File: config.mk
export PLATFORM = sky130hd
export DESIGN_NAME = ccap_timer
export DESIGN_NICKNAME = d
export VERILOG_FILES = /design/src/rtl/ccap_pkg.sv /design/src/rtl/ccap_edge_fsm.sv /design/src/rtl/ccap_counter.sv /design/src/rtl/ccap_capture.sv /design/src/rtl/ccap_timer.sv
export SDC_FILE = /design/constraint.sdc
export NUM_CORES = 1
export LEC_CHECK = 0
export BUFFER_PORTS_ARGS = -buffer_cell sky130_fd_sc_hd__buf_2
export CAP_MARGIN = 30
export CORE_MARGIN = 4
export CORE_UTILIZATION = 47
export CTS_CLUSTER_SIZE = 16
export DETAILED_ROUTE_END_ITERATION = 7
export PLACE_DENSITY = 0.71
export SYNTH_ARGS = -nofsm -noshare
export SYNTH_HDL_FRONTEND = slang
export SYNTH_SLANG_ARGS = --single-unit
export TNS_END_PERCENT = 100
File: constraint.sdc
create_clock -name clk -period 3.6 [get_ports clk]
set_clock_uncertainty 0.1 [all_clocks]
set_input_delay 0.18 -clock clk [delete_from_list [all_inputs] [get_ports clk]]
set_output_delay 0.18 -clock clk [all_outputs]
set_load 0.05 [all_outputs]
File: src/rtl/ccap_pkg.sv
package ccap_pkg;

    typedef enum logic [1:0] {
        CS_PIN   = 2'b00,
        CS_DIV1  = 2'b01,
        CS_DIV4  = 2'b10,
        CS_DIV16 = 2'b11
    } clk_sel_e;

    typedef enum logic [1:0] {
        CM_OFF       = 2'b00,
        CM_PIN_RISE  = 2'b01,
        CM_PIN_BOTH  = 2'b10,
        CM_PEER_BOTH = 2'b11
    } cap_mode_e;

    typedef enum logic {
        ES_LOW  = 1'b0,
        ES_HIGH = 1'b1
    } edge_state_e;

    localparam int MODE_W       = 8;
    localparam int MB_CLK_LO    = 0;
    localparam int MB_CLR       = 2;
    localparam int MB_CAP_LO    = 3;
    localparam int MB_SWCAP_N   = 5;
    localparam int MB_RSVD_LO   = 6;

endpackage

File: src/rtl/ccap_edge_fsm.sv
module ccap_edge_fsm
    import ccap_pkg::*;
#(
    parameter int SYNC_STAGES = 2
) (
    input  logic clk,
    input  logic rst_n,
    input  logic raw_in,
    output logic rise,
    output logic fall
);

    logic [SYNC_STAGES-1:0] sync_q;
    logic                   lvl;
    edge_state_e            state_q;
    edge_state_e            state_nx;

    always_ff @(posedge clk) begin
        if (!rst_n) begin
            sync_q <= '0;
        end else begin
            sync_q <= {sync_q[SYNC_STAGES-2:0], raw_in};
        end
    end

    assign lvl = sync_q[SYNC_STAGES-1];

    // State register
    always_ff @(posedge clk) begin
        if (!rst_n) begin
            state_q <= ES_LOW;
        end else begin
            state_q <= state_nx;
        end
    end

    // Next state and outputs
    always_comb begin
        state_nx = state_q;
        rise     = 1'b0;
        fall     = 1'b0;
        unique case (state_q)
            ES_LOW: begin
                if (lvl) begin
                    state_nx = ES_HIGH;
                    rise     = 1'b1;
                end
            end
            ES_HIGH: begin
                if (!lvl) begin
                    state_nx = ES_LOW;
                    fall     = 1'b1;
                end
            end
            default: state_nx = ES_LOW;
        endcase
    end

    AST_RISE_ONCE: assert property (@(posedge clk) disable iff (!rst_n)
        rise |=> !rise);
    AST_FALL_ONCE: assert property (@(posedge clk) disable iff (!rst_n)
        fall |=> !fall);

endmodule

File: src/rtl/ccap_counter.sv
module ccap_counter
    import ccap_pkg::*;
#(
    parameter int CNT_W = 16
) (
    input  logic             clk,
    input  logic             rst_n,
    input  clk_sel_e         clk_sel,
    input  logic             clr_en,
    input  logic             pin_tick,
    input  logic             tick_div1,
    input  logic             tick_div4,
    input  logic             tick_div16,
    input  logic             cmp_we,
    input  logic [CNT_W-1:0] cmp_wdata,
    output logic [CNT_W-1:0] cnt,
    output logic             match
);

    logic [CNT_W-1:0] cmp_q;
    logic [CNT_W-1:0] cmp_nx;
    logic [CNT_W-1:0] cnt_nx;
    logic             adv;

    always_comb begin
        adv = 1'b0;
        unique case (clk_sel)
            CS_PIN:   adv = pin_tick;
            CS_DIV1:  adv = tick_div1;
            CS_DIV4:  adv = tick_div4;
            CS_DIV16: adv = tick_div16;
            default:  adv = 1'b0;
        endcase
    end

    assign cmp_nx = cmp_we ? cmp_wdata : cmp_q;

    always_comb begin
        cnt_nx = cnt;
        if (adv) begin
            if (clr_en && (cnt == cmp_q)) begin
                cnt_nx = '0;
            end else begin
                cnt_nx = cnt + 1'b1;
            end
        end
    end

    always_ff @(posedge clk) begin
        if (!rst_n) begin
            cnt   <= '0;
            cmp_q <= '0;
            match <= 1'b0;
        end else begin
            cnt   <= cnt_nx;
            cmp_q <= cmp_nx;
            match <= adv && (cnt_nx == cmp_nx);
        end
    end

    AST_HOLD_IDLE: assert property (@(posedge clk) disable iff (!rst_n)
        !adv |=> $stable(cnt));
    AST_CLEAR_ZERO: assert property (@(posedge clk) disable iff (!rst_n)
        (adv && clr_en && (cnt == cmp_q)) |=> (cnt == '0));
    AST_MATCH_EQUAL: assert property (@(posedge clk) disable iff (!rst_n)
        match |-> (cnt == cmp_q));

endmodule

File: src/rtl/ccap_capture.sv
module ccap_capture
    import ccap_pkg::*;
#(
    parameter int CNT_W = 16
) (
    input  logic             clk,
    input  logic             rst_n,
    input  cap_mode_e        cap_mode,
    input  logic             pin_rise,
    input  logic             pin_fall,
    input  logic             peer_rise,
    input  logic             peer_fall,
    input  logic             sw_cap,
    input  logic [CNT_W-1:0] cnt,
    output logic [CNT_W-1:0] cap0,
    output logic [CNT_W-1:0] cap1
);

    logic hw0;
    logic hw1;

    always_comb begin
        hw0 = 1'b0;
        hw1 = 1'b0;
        unique case (cap_mode)
            CM_OFF: begin
                hw0 = 1'b0;
                hw1 = 1'b0;
            end
            CM_PIN_RISE: begin
                hw0 = pin_rise;
            end
            CM_PIN_BOTH: begin
                hw0 = pin_rise;
                hw1 = pin_fall;
            end
            CM_PEER_BOTH: begin
                hw0 = peer_rise;
                hw1 = peer_fall;
            end
            default: begin
                hw0 = 1'b0;
                hw1 = 1'b0;
            end
        endcase
    end

    always_ff @(posedge clk) begin
        if (!rst_n) begin
            cap0 <= '0;
            cap1 <= '0;
        end else begin
            // Software strobe is served first on register 0
            if (sw_cap) begin
                cap0 <= cnt;
            end else if (hw0) begin
                cap0 <= cnt;
            end
            if (hw1) begin
                cap1 <= cnt;
            end
        end
    end

    AST_CAP1_QUIET: assert property (@(posedge clk) disable iff (!rst_n)
        ((cap_mode == CM_OFF) || (cap_mode == CM_PIN_RISE)) |=> $stable(cap1));
    AST_OFF_QUIET: assert property (@(posedge clk) disable iff (!rst_n)
        ((cap_mode == CM_OFF) && !sw_cap) |=> $stable(cap0));
    AST_SW_TAKES: assert property (@(posedge clk) disable iff (!rst_n)
        sw_cap |=> (cap0 == $past(cnt)));

endmodule

File: src/rtl/ccap_timer.sv
module ccap_timer
    import ccap_pkg::*;
#(
    parameter int CNT_W       = 16,
    parameter int SYNC_STAGES = 2
) (
    input  logic             clk,
    input  logic             rst_n,
    input  logic             tick_div1,
    input  logic             tick_div4,
    input  logic             tick_div16,
    input  logic             pin_in,
    input  logic             peer_in,
    input  logic             mode_we,
    input  logic [7:0]       mode_wdata,
    input  logic             cmp_we,
    input  logic [CNT_W-1:0] cmp_wdata,
    output logic [CNT_W-1:0] count,
    output logic [CNT_W-1:0] cap0,
    output logic [CNT_W-1:0] cap1,
    output logic             match,
    output logic             irq
);

    localparam int N_SRC    = 2;
    localparam int SRC_PIN  = 0;
    localparam int SRC_PEER = 1;

    logic [N_SRC-1:0] src_raw;
    logic [N_SRC-1:0] src_rise;
    logic [N_SRC-1:0] src_fall;

    clk_sel_e  clk_sel_q;
    logic      clr_en_q;
    cap_mode_e cap_mode_q;
    logic      sw_cap;
    logic      pin_irq_mode;

    assign src_raw[SRC_PIN]  = pin_in;
    assign src_raw[SRC_PEER] = peer_in;

    for (genvar g = 0; g < N_SRC; g++) begin : g_edge
        ccap_edge_fsm #(
            .SYNC_STAGES (SYNC_STAGES)
        ) i_edge (
            .clk    (clk),
            .rst_n  (rst_n),
            .raw_in (src_raw[g]),
            .rise   (src_rise[g]),
            .fall   (src_fall[g])
        );
    end

    // Mode register, written whole
    always_ff @(posedge clk) begin
        if (!rst_n) begin
            clk_sel_q  <= CS_PIN;
            clr_en_q   <= 1'b0;
            cap_mode_q <= CM_OFF;
        end else if (mode_we) begin
            clk_sel_q  <= clk_sel_e'(mode_wdata[MB_CLK_LO +: 2]);
            clr_en_q   <= mode_wdata[MB_CLR];
            cap_mode_q <= cap_mode_e'(mode_wdata[MB_CAP_LO +: 2]);
        end
    end

    assign sw_cap       = mode_we && !mode_wdata[MB_SWCAP_N];
    assign pin_irq_mode = (cap_mode_q == CM_PIN_RISE) || (cap_mode_q == CM_PIN_BOTH);

    always_ff @(posedge clk) begin
        if (!rst_n) begin
            irq <= 1'b0;
        end else begin
            irq <= src_rise[SRC_PIN] && pin_irq_mode;
        end
    end

    ccap_counter #(
        .CNT_W (CNT_W)
    ) i_counter (
        .clk        (clk),
        .rst_n      (rst_n),
        .clk_sel    (clk_sel_q),
        .clr_en     (clr_en_q),
        .pin_tick   (src_rise[SRC_PIN]),
        .tick_div1  (tick_div1),
        .tick_div4  (tick_div4),
        .tick_div16 (tick_div16),
        .cmp_we     (cmp_we),
        .cmp_wdata  (cmp_wdata),
        .cnt        (count),
        .match      (match)
    );

    ccap_capture #(
        .CNT_W (CNT_W)
    ) i_capture (
        .clk       (clk),
        .rst_n     (rst_n),
        .cap_mode  (cap_mode_q),
        .pin_rise  (src_rise[SRC_PIN]),
        .pin_fall  (src_fall[SRC_PIN]),
        .peer_rise (src_rise[SRC_PEER]),
        .peer_fall (src_fall[SRC_PEER]),
        .sw_cap    (sw_cap),
        .cnt       (count),
        .cap0      (cap0),
        .cap1      (cap1)
    );

    AST_IRQ_FOLLOWS: assert property (@(posedge clk) disable iff (!rst_n)
        (src_rise[SRC_PIN] && pin_irq_mode) |=> irq);
    AST_IRQ_ONLY_PIN: assert property (@(posedge clk) disable iff (!rst_n)
        !src_rise[SRC_PIN] |=> !irq);
    AST_RSVD_ZERO: assert property (@(posedge clk) disable iff (!rst_n)
        mode_we |-> (mode_wdata[MB_RSVD_LO +: 2] == 2'b00));

endmodule

==> reports/results.txt <==
fraction of layout cells with a size suffix above 1 = 24.80%
top-count cell post-synth = dfxtp_1
Layout area overhead = 21.86%
relative slew slack = 62.29%
RSZ-0062 raised after global routing = false
CTS H-tree depth = 3
antenna violations before repair = 0
First-pass DRT Iterations = 4
final setup fails = 0
Most used DFF post-synth = dfxtp_1
Slew @ Worst Pin = 0.5635 ns
CP arrival = 3.20 ns
Post-Synth Adder-Cell Area = 1.327%
asr flop ratio synth = 0%
syn_nets = 434
first-pass GRT wire length = 14480 um
Non-Filler Instances = 590
worst-path maximum fanout = 7
diode count = 0
Synth area leader = dfxtp_1
CORE AREA = 7767 um^2
Cell variety after synth = 45
Die Y = 97.58 um
largest net degree at the start of global routing = 39
clk_lat worst skew = 0.35 ns
maxcap violations = 0
FP Rows = 32
WL/cell = 15.24 um
Fill cells = 716
Sw Pwr = 456.0 uW
WL final = 8993 um
DRT antenna net count = 0
Max Clk Rate = 328.6 MHz
critical path's largest stage delay = 0.63 ns
Clock Pin Slew Worst Setup and Hold Paths = 0.09 ns
RePlAce Congestion = 0.8749
Mapped Avg Cell Area = 9.499 um^2
critical path launch point type = register
Critical Path, Cell by Cell = xnor2_1 > nand2_1 > or4_1 > nor2_1 > o211ai_1 > xnor2_1 > or4_1 > nor4_1
Comb power frac = 10.4%
Reg2Reg Depth = 8
Vias/cell = 5.131
Slew Viols, Final = 0
register area = 1541 um^2
gate count of the mapped netlist = 397
Post-Route Utilization = 59.17%
buffers and inverters on the worst path = 0
DIE WIDTH = 97.58 um
Worst Setup Path Type = reg -> reg
EDFF count, synth = 0
Setup crit end kind = register
simple-gate area share of the yosys netlist = 23.06%
synthesized flop and latch total = 77
status = completed
Max stage delay cell, worst path = or4_1
CTS tree = built
number of port buffers = 80
maximum vdd drop = 0.2123 mV
# IOs = 83
Clock Root Buffer = clkbuf_8
post-synth top area share = 40.88%
Residual DRC = 0
Detail Placement HPWL = 6566 um
delay-heaviest family, CP = simple AND/OR/NAND/NOR gates
Initial Util = 48.55%
worst hold path class = in -> reg
multi-input combinational cell area = 2090 um^2
grt ovf = 0
sequential area share after synthesis = 40.88%
Initial DRC Count = 99
Synth Area in XOR/XNOR = 9.754%
final period utilization = 84.53%
internal power = 1.372 mW
number of global-route vias before repair = 2874
Clock Tree Buf Depth = 2
# resized after CTS = 0
Syn. warnings = 0
synth cell count leaders = 77 x dfxtp_1, 55 x mux2i_1, 52 x nor2b_1
post-CTS setup buffers = 0
total track usage = 18.84%
vias after detailed routing = 3027
clock sink count = 77
Cell Area, Synth = 3771 um^2
Min-Delay Path Depth = 3
CTS buffer count = 9
Seq pwr share = 48.6%
Compound-Gate Fraction of Synth Area = 5.806%
switching share of total power = 24.94%
Hold Violations, Final = 0
largest family of logic cells by synthesized area = simple AND/OR/NAND/NOR gates
post-synthesis mux area share = 15.20%
Final nets = 520
power after layout = 1.828 mW
critical path depth = 8
ranking of synthesized cells by area = dfxtp_1 41%, mux2i_1 15%, nor2b_1 8.6%, xnor2_1 7.0%, xor2_1 2.8%
WP data required = 3.76 ns
Cell Pwr Density = 397.8 nW/um^2
Cells after DPL = 567
DIE AREA = 9521 um^2
minimum clock period = 3.043 ns
Setup TNS = 0 ns
leakage = 2.029 nW
clock share of power = 41.0%
## logic make-up (layout without fill, tap and decap cells)
group,count (synthesis),count (layout)
flip-flops,77,77
buffers and inverters,34,125
multiplexers,57,57
XOR/XNOR,42,42
AO/OA/AOI/OAI,28,28
adder cells (fa/ha/maj),4,4
AND/OR/NAND/NOR,155,155
## final cells by class
class,instances,area share [%]
Clock buffer,10,2.995
Sequential cell,77,33.54
Tap cell,102,2.777
Inverter,8,0.6534
Multi-Input combinational cell,286,45.47
Clock inverter,6,2.042
Timing Repair Buffer,101,12.52
## final timing paths
kind	slack (ns)	from	end
hold / removal	0.05	cmp_wdata[1]	i_counter.cmp_q[1]
setup / recovery	0.56	i_counter.cnt[1]	i_counter.match
hold reg to reg	0.34	g_edge[1].i_edge.sync_q[0]	g_edge[1].i_edge.sync_q[1]
setup reg to reg	0.56	i_counter.cnt[1]	i_counter.match
## per-layer routing
metal / wire [um] / track usage (%)
met1: 4301 / 25.65
met2: 4096 / 29.20
met3: 470 / 4.379
met4: 124 / 6.603
met5: 0 / 0
## cell usage in the layout (no fill, tap or decap), types with 10 or more instances in the layout
master / instances
and2_1: 10
buf_2: 80
buf_4: 14
clkbuf_8: 10
dfxtp_1: 77
mux2i_1: 55
nand2_1: 22
nand3_1: 10
nor2_1: 21
nor2b_1: 52
xnor2_1: 30
xor2_1: 12
## registers in the layout (all words and copies together) (netlist names)
register               cells
i_capture.cap0            16
i_capture.cap1            16
i_counter.cmp_q           16
i_counter.cnt             16
g_edge.i_edge.sync_q       4
cap_mode_q                 2
clk_sel_q                  2
g_edge.i_edge.state_q      2
clr_en_q                   1
i_counter.match            1
irq                        1
## per-stage QoR
step / setup WS (ns) / area [um^2] / hold WS (ns)
6_report: 0.5569 / 4596 / 0.04861
5_1_grt: 0.3268 / 4596 / 0.05603
4_1_cts: 0.5580 / 4596 / 0.02969
3_5_place_dp: 0.5966 / 4294 / 0.2917
3_3_place_gp: 0.6774 / 4294 / 0.2877
2_1_floorplan: 0.4427 / 3771 / 0.2073
## power by group through the flow
| stage | Sequential, mW | Clock (mW) | Combinational (mW) |
|---|---|---|---|
| detailed placement | 0.908 | 0 | 0.184 |
| global route | 0.892 | 0.806 | 0.209 |
| finish | 0.888 | 0.750 | 0.190 |
| CTS | 0.888 | 0.764 | 0.190 |
| global placement | 0.907 | 0 | 0.179 |
| floorplan | 0.912 | 0 | 0.130 |
## worst min-delay path: stages
cell	delay (ns)
buf_2	0.09
mux2i_1	0.09
nor2b_1	0.11
## what timing repair did
| action | in CTS | in global routing |
|---|---|---|
| endpoints found under the setup margin | 0 | 0 |
| hold endpoints to repair | 7 | 0 |
| hold buffers | 7 | 0 |
Note: power is estimated with default switching activity, not from simulation.
